$ cat config.mk
export PLATFORM = sky130hd
export DESIGN_NAME = barrel_shift_unit
export DESIGN_NICKNAME = d
export VERILOG_FILES = /design/src/rtl/shf_pkg.sv /design/src/rtl/shf_amount_decode.sv /design/src/rtl/shf_right_stages.sv /design/src/rtl/shf_rotate.sv /design/src/rtl/barrel_shift_unit.sv
export SDC_FILE = /design/constraint.sdc
export NUM_CORES = 1
export LEC_CHECK = 0
export BUFFER_PORTS_ARGS = -buffer_cell sky130_fd_sc_hd__buf_2
export CAP_MARGIN = 20
export CORE_MARGIN = 4
export CORE_UTILIZATION = 40
export DETAILED_ROUTE_END_ITERATION = 7
export PLACE_DENSITY_LB_ADDON = 0.15
export SETUP_SLACK_MARGIN = 0.15
export SLEW_MARGIN = 20
export SYNTH_ARGS = -nofsm -noshare
export SYNTH_HDL_FRONTEND = slang
export SYNTH_HIERARCHICAL = 1
export SYNTH_SLANG_ARGS = --single-unit
$ cat constraint.sdc
create_clock -name vclk -period 3
set_input_delay 0.15 -clock vclk [all_inputs]
set_output_delay 0.15 -clock vclk [all_outputs]
set_load 0.005 [all_outputs]
$ cat src/rtl/shf_pkg.sv
package shf_pkg;

    typedef enum logic [1:0] {
        SHK_LSL = 2'b00,
        SHK_LSR = 2'b01,
        SHK_ASR = 2'b10,
        SHK_ROR = 2'b11
    } shift_kind_e;

endpackage

$ cat src/rtl/shf_amount_decode.sv
module shf_amount_decode #(
    parameter int WIDTH    = 32,
    parameter int AMT_BITS = 8,
    parameter int IMM_BITS = 5,
    parameter int SH_BITS  = 5
) (
    input  logic                use_reg_i,
    input  logic [IMM_BITS-1:0] imm_amt_i,
    input  logic [AMT_BITS-1:0] reg_amt_i,
    output logic [SH_BITS-1:0]  low_o,
    output logic                is_zero_o,
    output logic                in_range_o,
    output logic                is_exact_o,
    output logic                is_over_o
);
    logic [AMT_BITS-1:0] amt_d;

    always_comb begin
        amt_d      = use_reg_i ? reg_amt_i : AMT_BITS'(imm_amt_i);
        low_o      = amt_d[SH_BITS-1:0];
        is_zero_o  = (amt_d == '0);
        is_exact_o = (amt_d == AMT_BITS'(WIDTH));
        is_over_o  = (amt_d >  AMT_BITS'(WIDTH));
        in_range_o = !is_zero_o && (amt_d < AMT_BITS'(WIDTH));
    end
endmodule

$ cat src/rtl/shf_right_stages.sv
module shf_right_stages #(
    parameter int WIDTH   = 32,
    parameter int SH_BITS = 5
) (
    input  logic [WIDTH-1:0]   data_i,
    input  logic               fill_i,
    input  logic [SH_BITS-1:0] amt_i,
    output logic [WIDTH-1:0]   shr_o,
    output logic               shout_o
);
    // One guard bit below the word catches the last bit shifted out.
    logic [WIDTH:0] ext_d;

    always_comb begin
        ext_d = {data_i, 1'b0};
        for (int k = 0; k < SH_BITS; k++) begin
            if (amt_i[k]) begin
                if (fill_i) ext_d = ~((~ext_d) >> (1 << k));
                else        ext_d = ext_d >> (1 << k);
            end
        end
        shr_o   = ext_d[WIDTH:1];
        shout_o = ext_d[0];
    end
endmodule

$ cat src/rtl/shf_rotate.sv
module shf_rotate #(
    parameter int WIDTH   = 32,
    parameter int SH_BITS = 5
) (
    input  logic [WIDTH-1:0]   data_i,
    input  logic [SH_BITS-1:0] amt_i,
    output logic [WIDTH-1:0]   rot_o
);
    logic [WIDTH-1:0] rot_d;

    always_comb begin
        rot_d = data_i;
        for (int k = 0; k < SH_BITS; k++) begin
            if (amt_i[k]) rot_d = (rot_d >> (1 << k)) | (rot_d << (WIDTH - (1 << k)));
        end
        rot_o = rot_d;
    end
endmodule

$ cat src/rtl/barrel_shift_unit.sv
module barrel_shift_unit
    import shf_pkg::*;
#(
    parameter int WIDTH    = 32,
    parameter int AMT_BITS = 8
) (
    input  logic [WIDTH-1:0]          opnd_i,
    input  logic [$clog2(WIDTH)-1:0]  imm_amt_i,
    input  logic [AMT_BITS-1:0]       reg_amt_i,
    input  logic                      use_reg_i,
    input  logic [1:0]                kind_i,
    input  logic                      c_flag_i,
    output logic [WIDTH-1:0]          result_o,
    output logic                      carry_o,
    output logic                      carry_valid_o
);
    localparam int SH_BITS  = $clog2(WIDTH);
    localparam int IMM_BITS = SH_BITS;

    typedef struct packed {
        logic [WIDTH-1:0] result;
        logic             carry;
        logic             valid;
    } shf_out_t;

    shf_out_t         out_d;
    shift_kind_e      kind_d;
    logic [SH_BITS-1:0] low_q;
    logic             zero_q, in_range_q, exact_q, over_q;
    logic [WIDTH-1:0] opnd_rev_d, left_rev_d, left_val_d;
    logic [WIDTH-1:0] right_val_d, rot_val_d;
    logic             left_out_d, right_out_d, right_fill_d;

    assign kind_d       = shift_kind_e'(kind_i);
    assign right_fill_d = (kind_d == SHK_ASR) && opnd_i[WIDTH-1];

    // A left shift is a right shift of the bit-reversed word.
    for (genvar i = 0; i < WIDTH; i++) begin : g_rev
        assign opnd_rev_d[i] = opnd_i[WIDTH-1-i];
        assign left_val_d[i] = left_rev_d[WIDTH-1-i];
    end

    shf_amount_decode #(
        .WIDTH(WIDTH), .AMT_BITS(AMT_BITS), .IMM_BITS(IMM_BITS), .SH_BITS(SH_BITS)
    ) u_amt (
        .use_reg_i (use_reg_i),
        .imm_amt_i (imm_amt_i),
        .reg_amt_i (reg_amt_i),
        .low_o     (low_q),
        .is_zero_o (zero_q),
        .in_range_o(in_range_q),
        .is_exact_o(exact_q),
        .is_over_o (over_q)
    );

    shf_right_stages #(.WIDTH(WIDTH), .SH_BITS(SH_BITS)) u_right (
        .data_i (opnd_i),
        .fill_i (right_fill_d),
        .amt_i  (low_q),
        .shr_o  (right_val_d),
        .shout_o(right_out_d)
    );

    shf_right_stages #(.WIDTH(WIDTH), .SH_BITS(SH_BITS)) u_left (
        .data_i (opnd_rev_d),
        .fill_i (1'b0),
        .amt_i  (low_q),
        .shr_o  (left_rev_d),
        .shout_o(left_out_d)
    );

    shf_rotate #(.WIDTH(WIDTH), .SH_BITS(SH_BITS)) u_rot (
        .data_i(opnd_i),
        .amt_i (low_q),
        .rot_o (rot_val_d)
    );

    always_comb begin
        out_d.result = opnd_i;
        out_d.carry  = c_flag_i;
        out_d.valid  = 1'b0;
        if (!zero_q) begin
            out_d.valid = 1'b1;
            unique case (kind_d)
                SHK_LSL: begin
                    if (in_range_q) begin
                        out_d.result = left_val_d;
                        out_d.carry  = left_out_d;
                    end else begin
                        out_d.result = '0;
                        out_d.carry  = exact_q ? opnd_i[0] : 1'b0;
                    end
                end
                SHK_LSR: begin
                    if (in_range_q) begin
                        out_d.result = right_val_d;
                        out_d.carry  = right_out_d;
                    end else begin
                        out_d.result = '0;
                        out_d.carry  = exact_q ? opnd_i[WIDTH-1] : 1'b0;
                    end
                end
                SHK_ASR: begin
                    if (in_range_q) begin
                        out_d.result = right_val_d;
                        out_d.carry  = right_out_d;
                    end else begin
                        out_d.result = {WIDTH{opnd_i[WIDTH-1]}};
                        out_d.carry  = opnd_i[WIDTH-1];
                    end
                end
                default: begin
                    // Rotation by a multiple of the width keeps the value.
                    out_d.result = rot_val_d;
                    out_d.carry  = rot_val_d[WIDTH-1];
                end
            endcase
        end
    end

    assign result_o      = out_d.result;
    assign carry_o       = out_d.carry;
    assign carry_valid_o = out_d.valid;

    // Decode flags beyond in-range are folded into the carry choice above.
    logic unused_over_d;
    assign unused_over_d = over_q;
endmodule

### Word level (Yosys, flattened, before mapping)

Index checks and enable logic that the tools add are counted.

| operators by class | value |
|---|---|
| order comparisons | 1 |
| equality and inequality tests | 3 |
| multiplexer cells | 28 |
| bitwise gates (word level) | 15 |
| reduce and logical (&&, ||, !) cells | 5 |

Operator list:

| operator | number |
|---|---|
| $mux W33 | 18 |
| $not A33 Y33 | 5 |
| $mux W32 | 5 |
| $pmux W33 S3 | 1 |
| $mux W34 | 1 |
| $not A17 Y33 | 1 |
| $not A25 Y33 | 1 |
| $not A29 Y33 | 1 |
| $not A31 Y33 | 1 |
| $not A32 Y33 | 1 |
| $or A16 B32 Y32 | 1 |
| $or A24 B32 Y32 | 1 |
| $or A28 B32 Y32 | 1 |
| $or A30 B32 Y32 | 1 |
| $or A31 B32 Y32 | 1 |
| $eq A8 B6 Y1 const B | 1 |
| $logic_not A8 Y1 | 1 |
| $lt A8 B6 Y1 const B | 1 |
| $mux W8 | 1 |
| $eq A2 B1 Y1 const B | 1 |
| $eq A2 B2 Y1 const B | 1 |
| $logic_and A1 B1 Y1 | 2 |
| $logic_not A2 Y1 | 1 |
| $mux W1 | 2 |
| $logic_not A1 Y1 | 1 |

| word-level totals | value |
|---|---|
| register bits | 0 |
| input port bits | 49 |
| output and inout bits | 34 |
| word-level logic and storage cells | 52 |

### Logic depth before layout (Yosys ltp)

Gate-level depths: netlist of run 1.

| depth | value |
|---|---|
| depth after elaboration | 23 |
| gate-level depth with buffers | 14 |

### Hierarchy

Netlist of run 1, hierarchy kept.

By module, submodules not included:

| module | instances | cells an instance | area each (sq um) | sequential area each (sq um) |
|---|---|---|---|---|
| shf_right_stages (u_right) | 1 | 229 | 2182.1 | 0.0 |
| shf_right_stages (u_left) | 1 | 246 | 2135.8 | 0.0 |
| shf_rotate | 1 | 116 | 1959.4 | 0.0 |
| barrel_shift_unit | 1 | 214 | 1402.6 | 0.0 |
| shf_amount_decode | 1 | 19 | 171.4 | 0.0 |

### Least setup slack after synthesis of run 1

Ideal clock, no wire load.

| timing | value |
|---|---|
| path kind | input -> output |
| start point | in use_reg_i |
| end point | out result_o[30] |
| data arrival time | 2.530 ns |
| data required time | 2.850 ns |
| setup slack | 0.320 ns |
| stages | 10 |
| cells stage by stage | buf_6 mux2_2 buf_6 buf_12 mux4_2 mux4_2 mux2_2 o21ai_0 o32ai_1 a22o_1 |

| between the ends | value |
|---|---|
| elaborated cells on any way between the ends | 29 |
| classes of those cells | order compare (1); mux (21); bitwise (4); reduce/logical (3) |

RTL lines:

| item | line | RTL |
|---|---|---|
| start, declared | barrel_shift_unit.sv:10 | `input logic use_reg_i,` |
| $mux W8 * | shf_amount_decode.sv:19 | `amt_d = use_reg_i ? reg_amt_i : AMT_BITS'(imm_amt_i);` |
| via low_q[1] | barrel_shift_unit.sv:28 | `logic [SH_BITS-1:0] low_q;` |
| $mux W32 * | shf_rotate.sv:14 | `if (amt_i[k]) rot_d = (rot_d >> (1 << k)) \| (rot_d << (WIDTH - (1 << k)));` |
| $or A28 B32 Y32 | shf_rotate.sv:14 |  |
| $mux W32 * | shf_rotate.sv:14 |  |
| $or A24 B32 Y32 | shf_rotate.sv:14 |  |
| $mux W32 * | shf_rotate.sv:14 |  |
| $or A16 B32 Y32 | shf_rotate.sv:14 |  |
| $mux W32 * | shf_rotate.sv:14 |  |
| via rot_val_d[30] | barrel_shift_unit.sv:31 | `logic [WIDTH-1:0] right_val_d, rot_val_d;` |
| $pmux W33 S3 * | barrel_shift_unit.sv:84 | `unique case (kind_d)` |
| $mux W34 * | barrel_shift_unit.sv:82 | `if (!zero_q) begin` |
| end, declared | barrel_shift_unit.sv:13 | `output logic [WIDTH-1:0] result_o,` |

Mark *: on every way through the listed nets, which the timed path passes. The rest lies on a longest branch.

### Worst setup path after layout of run 1

| timing | value |
|---|---|
| start point | in use_reg_i |
| end point | out result_o[4] |

| between the ends | value |
|---|---|
| word-level cells in the longest chain between the ends | 18 |
| elaborated cells on any way between the ends | 41 |
| classes of those cells | order compare (1); mux (25); bitwise (12); reduce/logical (3) |

RTL lines:

| item | line | RTL |
|---|---|---|
| $mux W8 * | shf_amount_decode.sv:19 |  |
| $mux W33 | shf_right_stages.sv:17 | `if (amt_i[k]) begin` |
| $not A33 Y33 | shf_right_stages.sv:18 | `if (fill_i) ext_d = ~((~ext_d) >> (1 << k));` |
| $not A31 Y33 | shf_right_stages.sv:18 |  |
| $mux W33 | shf_right_stages.sv:18 |  |
| $mux W33 | shf_right_stages.sv:17 |  |
| $not A33 Y33 / $mux W33 (equally long branches) | shf_right_stages.sv:18, shf_right_stages.sv:17 |  |
| $not A29 Y33 / $not A33 Y33 (equally long branches) | shf_right_stages.sv:18 |  |
| (+3 left out) | n/a |  |
| $not A33 Y33 / $not A25 Y33 (equally long branches) | shf_right_stages.sv:18 |  |
| $not A17 Y33 / $mux W33 (equally long branches) | shf_right_stages.sv:18 |  |
| $mux W33 (on tied branches) | shf_right_stages.sv:18, shf_right_stages.sv:17 |  |
| $mux W33 * | shf_right_stages.sv:17 |  |
| via right_val_d[4] | barrel_shift_unit.sv:31 |  |
| $mux W33 (on tied branches) | barrel_shift_unit.sv:104, barrel_shift_unit.sv:95 |  |
| $pmux W33 S3 * | barrel_shift_unit.sv:84 |  |
| $mux W34 * | barrel_shift_unit.sv:82 |  |

Marks and branches as above.

==> results.json, run 1 <==
{
  "gp_congestion": 1.01,
  "worst_ep_required_time_ps": 2850,
  "max-cap-violations": 0,
  "globalRouteTotalUtil_pct": 34.0,
  "hold_violations": 0,
  "io_buffer_count": 83,
  "finalWorstSetupSlack_ps": 125,
  "worst_path_max_delay_cell": "mux4_2",
  "cp_data_arrival_time_ps": 2720,
  "wire_per_inst_um": 30.9,
  "finish.instance_area_um2": 9990,
  "postSynthAreaPerCell_um2": 9.54,
  "dr.pass1.iters": 5,
  "io_pins": 83,
  "grt_pass1_vias": 8401,
  "initial_core_util_pct": 41.3,
  "final_cell_mix": "buf_4, mux4_2, nand2_1",
  "area_growth_pct": 27.6,
  "grt_antenna_before_repair": 0,
  "fp-row-count": 50,
  "max_freq_ghz": 0.348,
  "instances_no_fill": 1263,
  "whs_path_depth": 3,
  "layout_commonest_cell": "buf_4",
  "fin_crit_ps": 2870,
  "critPathBufInv": 5,
  "dieHeight_um": 148,
  "die_area_um2": 21900,
  "detailed_place_hpwl_um": 28900,
  "overflow": 0,
  "min_to": "carry_o",
  "setup_viol": 0,
  "max_stage_delay_ps": 440,
  "hold_class": "input port to primary output",
  "rsz0062_at_grt": "yes",
  "worstSetupPathType": "input port to primary output",
  "synthesis.area_um2": 7830,
  "yosysWarningCount": 6,
  "cts-hold-fix-buffers": 0,
  "seq_area_um2": 0,
  "place_area_um2": 9380,
  "syn_inst": 821,
  "swShare_pct": 52.3,
  "tightest_slew_ps": 961,
  "maxSlewHeadroom_pct": 35.8,
  "n_fill_cell": 1790,
  "pre_cts_ws_ps": -98.0,
  "path_cells": "buf_16 -> buf_8 -> mux2_4 -> buf_12 -> mux4_2 -> mux2i_2 -> o221ai_1 -> or3_1 -> a21oi_2 -> buf_4 -> o41ai_2 -> buf_2",
  "p_switching_mw": 1.44,
  "p_leak_nw": 3.92,
  "power_frac_comb_pct": 100.0,
  "path_max_fanout": 8,
  "antenna_left": 0,
  "p_clk_share_pct": 0,
  "tns_ps": 0,
  "hp-start": "c_flag_i",
  "nClkBuffers": 0,
  "dpl.cell_count": 1236,
  "fp.dieW_um": 148,
  "maxSlewViolCount": 0,
  "vias": 8987,
  "flops_and_latches": 0,
  "internal_power_mw": 1.31,
  "avgViaCountPerCell": 7.12,
  "fin_crit_sh_pct": 95.8,
  "n_antenna_cell": 0,
  "grt_pass1_wl_um": 56200,
  "seq_power_share_pct": 0,
  "grt_max_degree": 70,
  "end_kind": "primary output",
  "critPathLaunchType": "input port",
  "outcome": "finished, final reports clean",
  "drt_iter0_drc": 1389,
  "power_density_nw_per_um2": 276,
  "routed_wirelength_um": 39100,
  "final_nets": 1054,
  "crit_family": "multiplexers",
  "drc": 0,
  "irDropWorstVdd_mv": 0.141,
  "core_area_um2": 19000,
  "layout-drive-gt1-share_pct": 56.0
}
==> worst max-delay path by stage <==
stage,start,endpoint,slack [ps],cells after the start
after floorplan,use_reg_i,result_o[30],330,10
after global placement,use_reg_i,result_o[12],-100,12
after detailed placement,use_reg_i,result_o[12],-100,12
after CTS,use_reg_i,result_o[22],150,10
after global routing,use_reg_i,result_o[31],80,12
final,use_reg_i,result_o[4],130,12
==> cell type report <==
class	count	area (um2)	share of cell area, %
multi-input cells	727	7560	75.7
repair buffers	261	2050	20.5
well taps	260	325	3.26
inverters	15	60.1	0.601
==> power by group through the flow <==
stage	clock [mW]	combinational [mW]	sequential (mW)
2_1_floorplan	0	1.54	0
3_3_place_gp	0	2.49	0
3_5_place_dp	0	2.48	0
4_1_cts	0	2.55	0
5_1_grt	0	2.87	0
6_report	0	2.76	0
==> per-layer routing <==
metal	vias up	GRT usage, %	part of all wire, %
met5	-	0	0
met4	0	13.1	4.7
met3	111	6.25	11
met2	717	51.7	44
met1	4409	48.1	40
li1	3750	-	-
==> metrics by stage <==
| stage | hold slack (ps) | total power, mW | utilization (%) |
|---|---|---|---|
| floorplan | 391 | 1.54 | - |
| global placement | 629 | 2.49 | 49.5 |
| detailed placement | 621 | 2.48 | 49.5 |
| CTS | 621 | 2.55 | 50.5 |
| global route | 635 | 2.87 | 52.7 |
| finish | 620 | 2.76 | 52.7 |
==> what timing repair did <==
action	4_1_cts	5_1_grt
cloned	7	3
hold endpoints to repair	0	0
pin swaps	0	14
gates resized for setup	24	54
endpoints found under the setup margin	33	28
setup buffers	1	16
No activity file was read; power rests on OpenSTA's default activity.
==> run 2, diff against run 1 <==
- SETUP_SLACK_MARGIN: 0.15 -> 0.5
==> run 2 against run 1 <==
Against the previous run: design area up 3.1%; fmax up 0.98%; global-route usage about the same; combinational power up 5%; core utilization up 1.6 points; sequential share of layout area unchanged; first-iteration DRC count up 6.6%; final cell count down 2.1%; flip-flop and latch count unchanged; critical path depth down 1; non-clock buffer count down 27; critical endpoint is now result_o[30]; largest cell class unchanged.
==> results.json, run 2 (synthesis gave the netlist of run 1 again) <==
{
  "dieHeight_um": 148,
  "whs_path_depth": 3,
  "critPathLaunchType": "input port",
  "outcome": "finished, final reports clean",
  "grt_max_degree": 70,
  "io_pins": 83,
  "worst_ep_required_time_ps": 2850,
  "hold_violations": 0,
  "finalWorstSetupSlack_ps": 153,
  "overflow": 0,
  "globalRouteTotalUtil_pct": 34.0,
  "n_antenna_cell": 0,
  "maxSlewHeadroom_pct": 48.6,
  "final_nets": 1027,
  "hold_class": "input port to primary output",
  "fp-row-count": 50,
  "worstSetupPathType": "input port to primary output",
  "core_area_um2": 19000,
  "detailed_place_hpwl_um": 27200,
  "flops_and_latches": 0,
  "routed_wirelength_um": 39200,
  "power_mw": 2.89,
  "fin_crit_sh_pct": 94.9,
  "dr.pass1.iters": 6,
  "max_stage_delay_ps": 480,
  "rsz0062_at_grt": "yes",
  "final_util_pct": 54.3,
  "setup_viol": 0,
  "die_area_um2": 21900,
  "seq_area_um2": 0,
  "max-cap-violations": 0,
  "irDropWorstVdd_mv": 0.157,
  "wire_per_inst_um": 31.7,
  "multi_input_area_um2": 7990,
  "nClkBuffers": 0,
  "grt_pass1_vias": 8426,
  "max_freq_ghz": 0.351,
  "cts-hold-fix-buffers": 0,
  "drc": 0,
  "io_buffer_count": 83,
  "grt_pass1_wl_um": 56500,
  "tightest_slew_ps": 771,
  "area_growth_pct": 31.6,
  "vias": 9155,
  "pre_cts_ws_ps": -20.4,
  "cp_data_arrival_time_ps": 2700,
  "grt_antenna_before_repair": 0,
  "final_cell_mix": "buf_4, mux4_2, nand2_1",
  "p_leak_nw": 3.93,
  "layout_commonest_cell": "buf_4",
  "tns_ps": 0,
  "avgViaCountPerCell": 7.41,
  "n_fill_cell": 1760,
  "path_cells": "buf_12 -> mux2_8 -> buf_4 -> mux4_2 -> mux2_2 -> a21oi_1 -> o211ai_1 -> nor2_1 -> o32ai_2 -> a22o_1 -> buf_2",
  "layout-drive-gt1-share_pct": 61.0,
  "initial_core_util_pct": 41.3,
  "antenna_left": 0,
  "drt_iter0_drc": 1481,
  "power_density_nw_per_um2": 280,
  "hold_slack_ps": 626,
  "maxSlewViolCount": 0,
  "fin_crit_ps": 2850,
  "end_kind": "primary output",
  "gp_congestion": 1.03,
  "fp.dieW_um": 148,
  "path_max_fanout": 10,
  "worst_path_max_delay_cell": "mux4_2"
}
[run 2: cell count changes in the layout (fill, tap and decap cells not counted), sizes merged]
cell	delta
clkinvlp	+2
buf	-25
clkbuf	-2
clkinv	-1
inv	-1
[run 2: report_power, final]
group | switching (mW) | internal, mW
clock network | 0 | 0
registers | 0 | 0
logic | 1.52 | 1.37
[run 2: layout make-up]
class | count | area share, %
repair buffers | 234 | 18.6
multi-input cells | 727 | 77.6
well taps | 260 | 3.16
inverters | 15 | 0.668
[run 2: metrics by stage]
step | cell area (um2) | cells
6_report | 10300 | 1236
5_1_grt | 10300 | 1236
4_1_cts | 9680 | 1214
3_5_place_dp | 9030 | 1188
3_3_place_gp | 9030 | 1188
2_1_floorplan | 7880 | 828
[run 2: worst max-delay path: cells and delay by family]
family / cells / cell delay (ps)
AO/OA/AOI/OAI: 4 / 680
buffers and inverters: 3 / 400
multiplexers: 3 / 1230
AND/OR/NAND/NOR: 1 / 220
[run 2: repair_timing]
item | in CTS | in global routing
resized for setup | 88 | 108
cloned | 10 | 1
endpoints found under the setup margin | 33 | 33
pin swaps | 19 | 44
buffers inserted | 16 | 20
[run 2: routing by layer]
metal | global-route usage (%) | vias up | share of wire (%)
li1 | - | 3691 | -
met1 | 49.1 | 4516 | 39
met2 | 51.7 | 808 | 43
met3 | 5.58 | 140 | 12
met4 | 11.5 | 0 | 5.2
met5 | 0 | - | 0
[run 2: worst paths after layout]
path | startpoint | to | slack [ps]
max | use_reg_i | result_o[30] | 150
min | c_flag_i | carry_o | 630
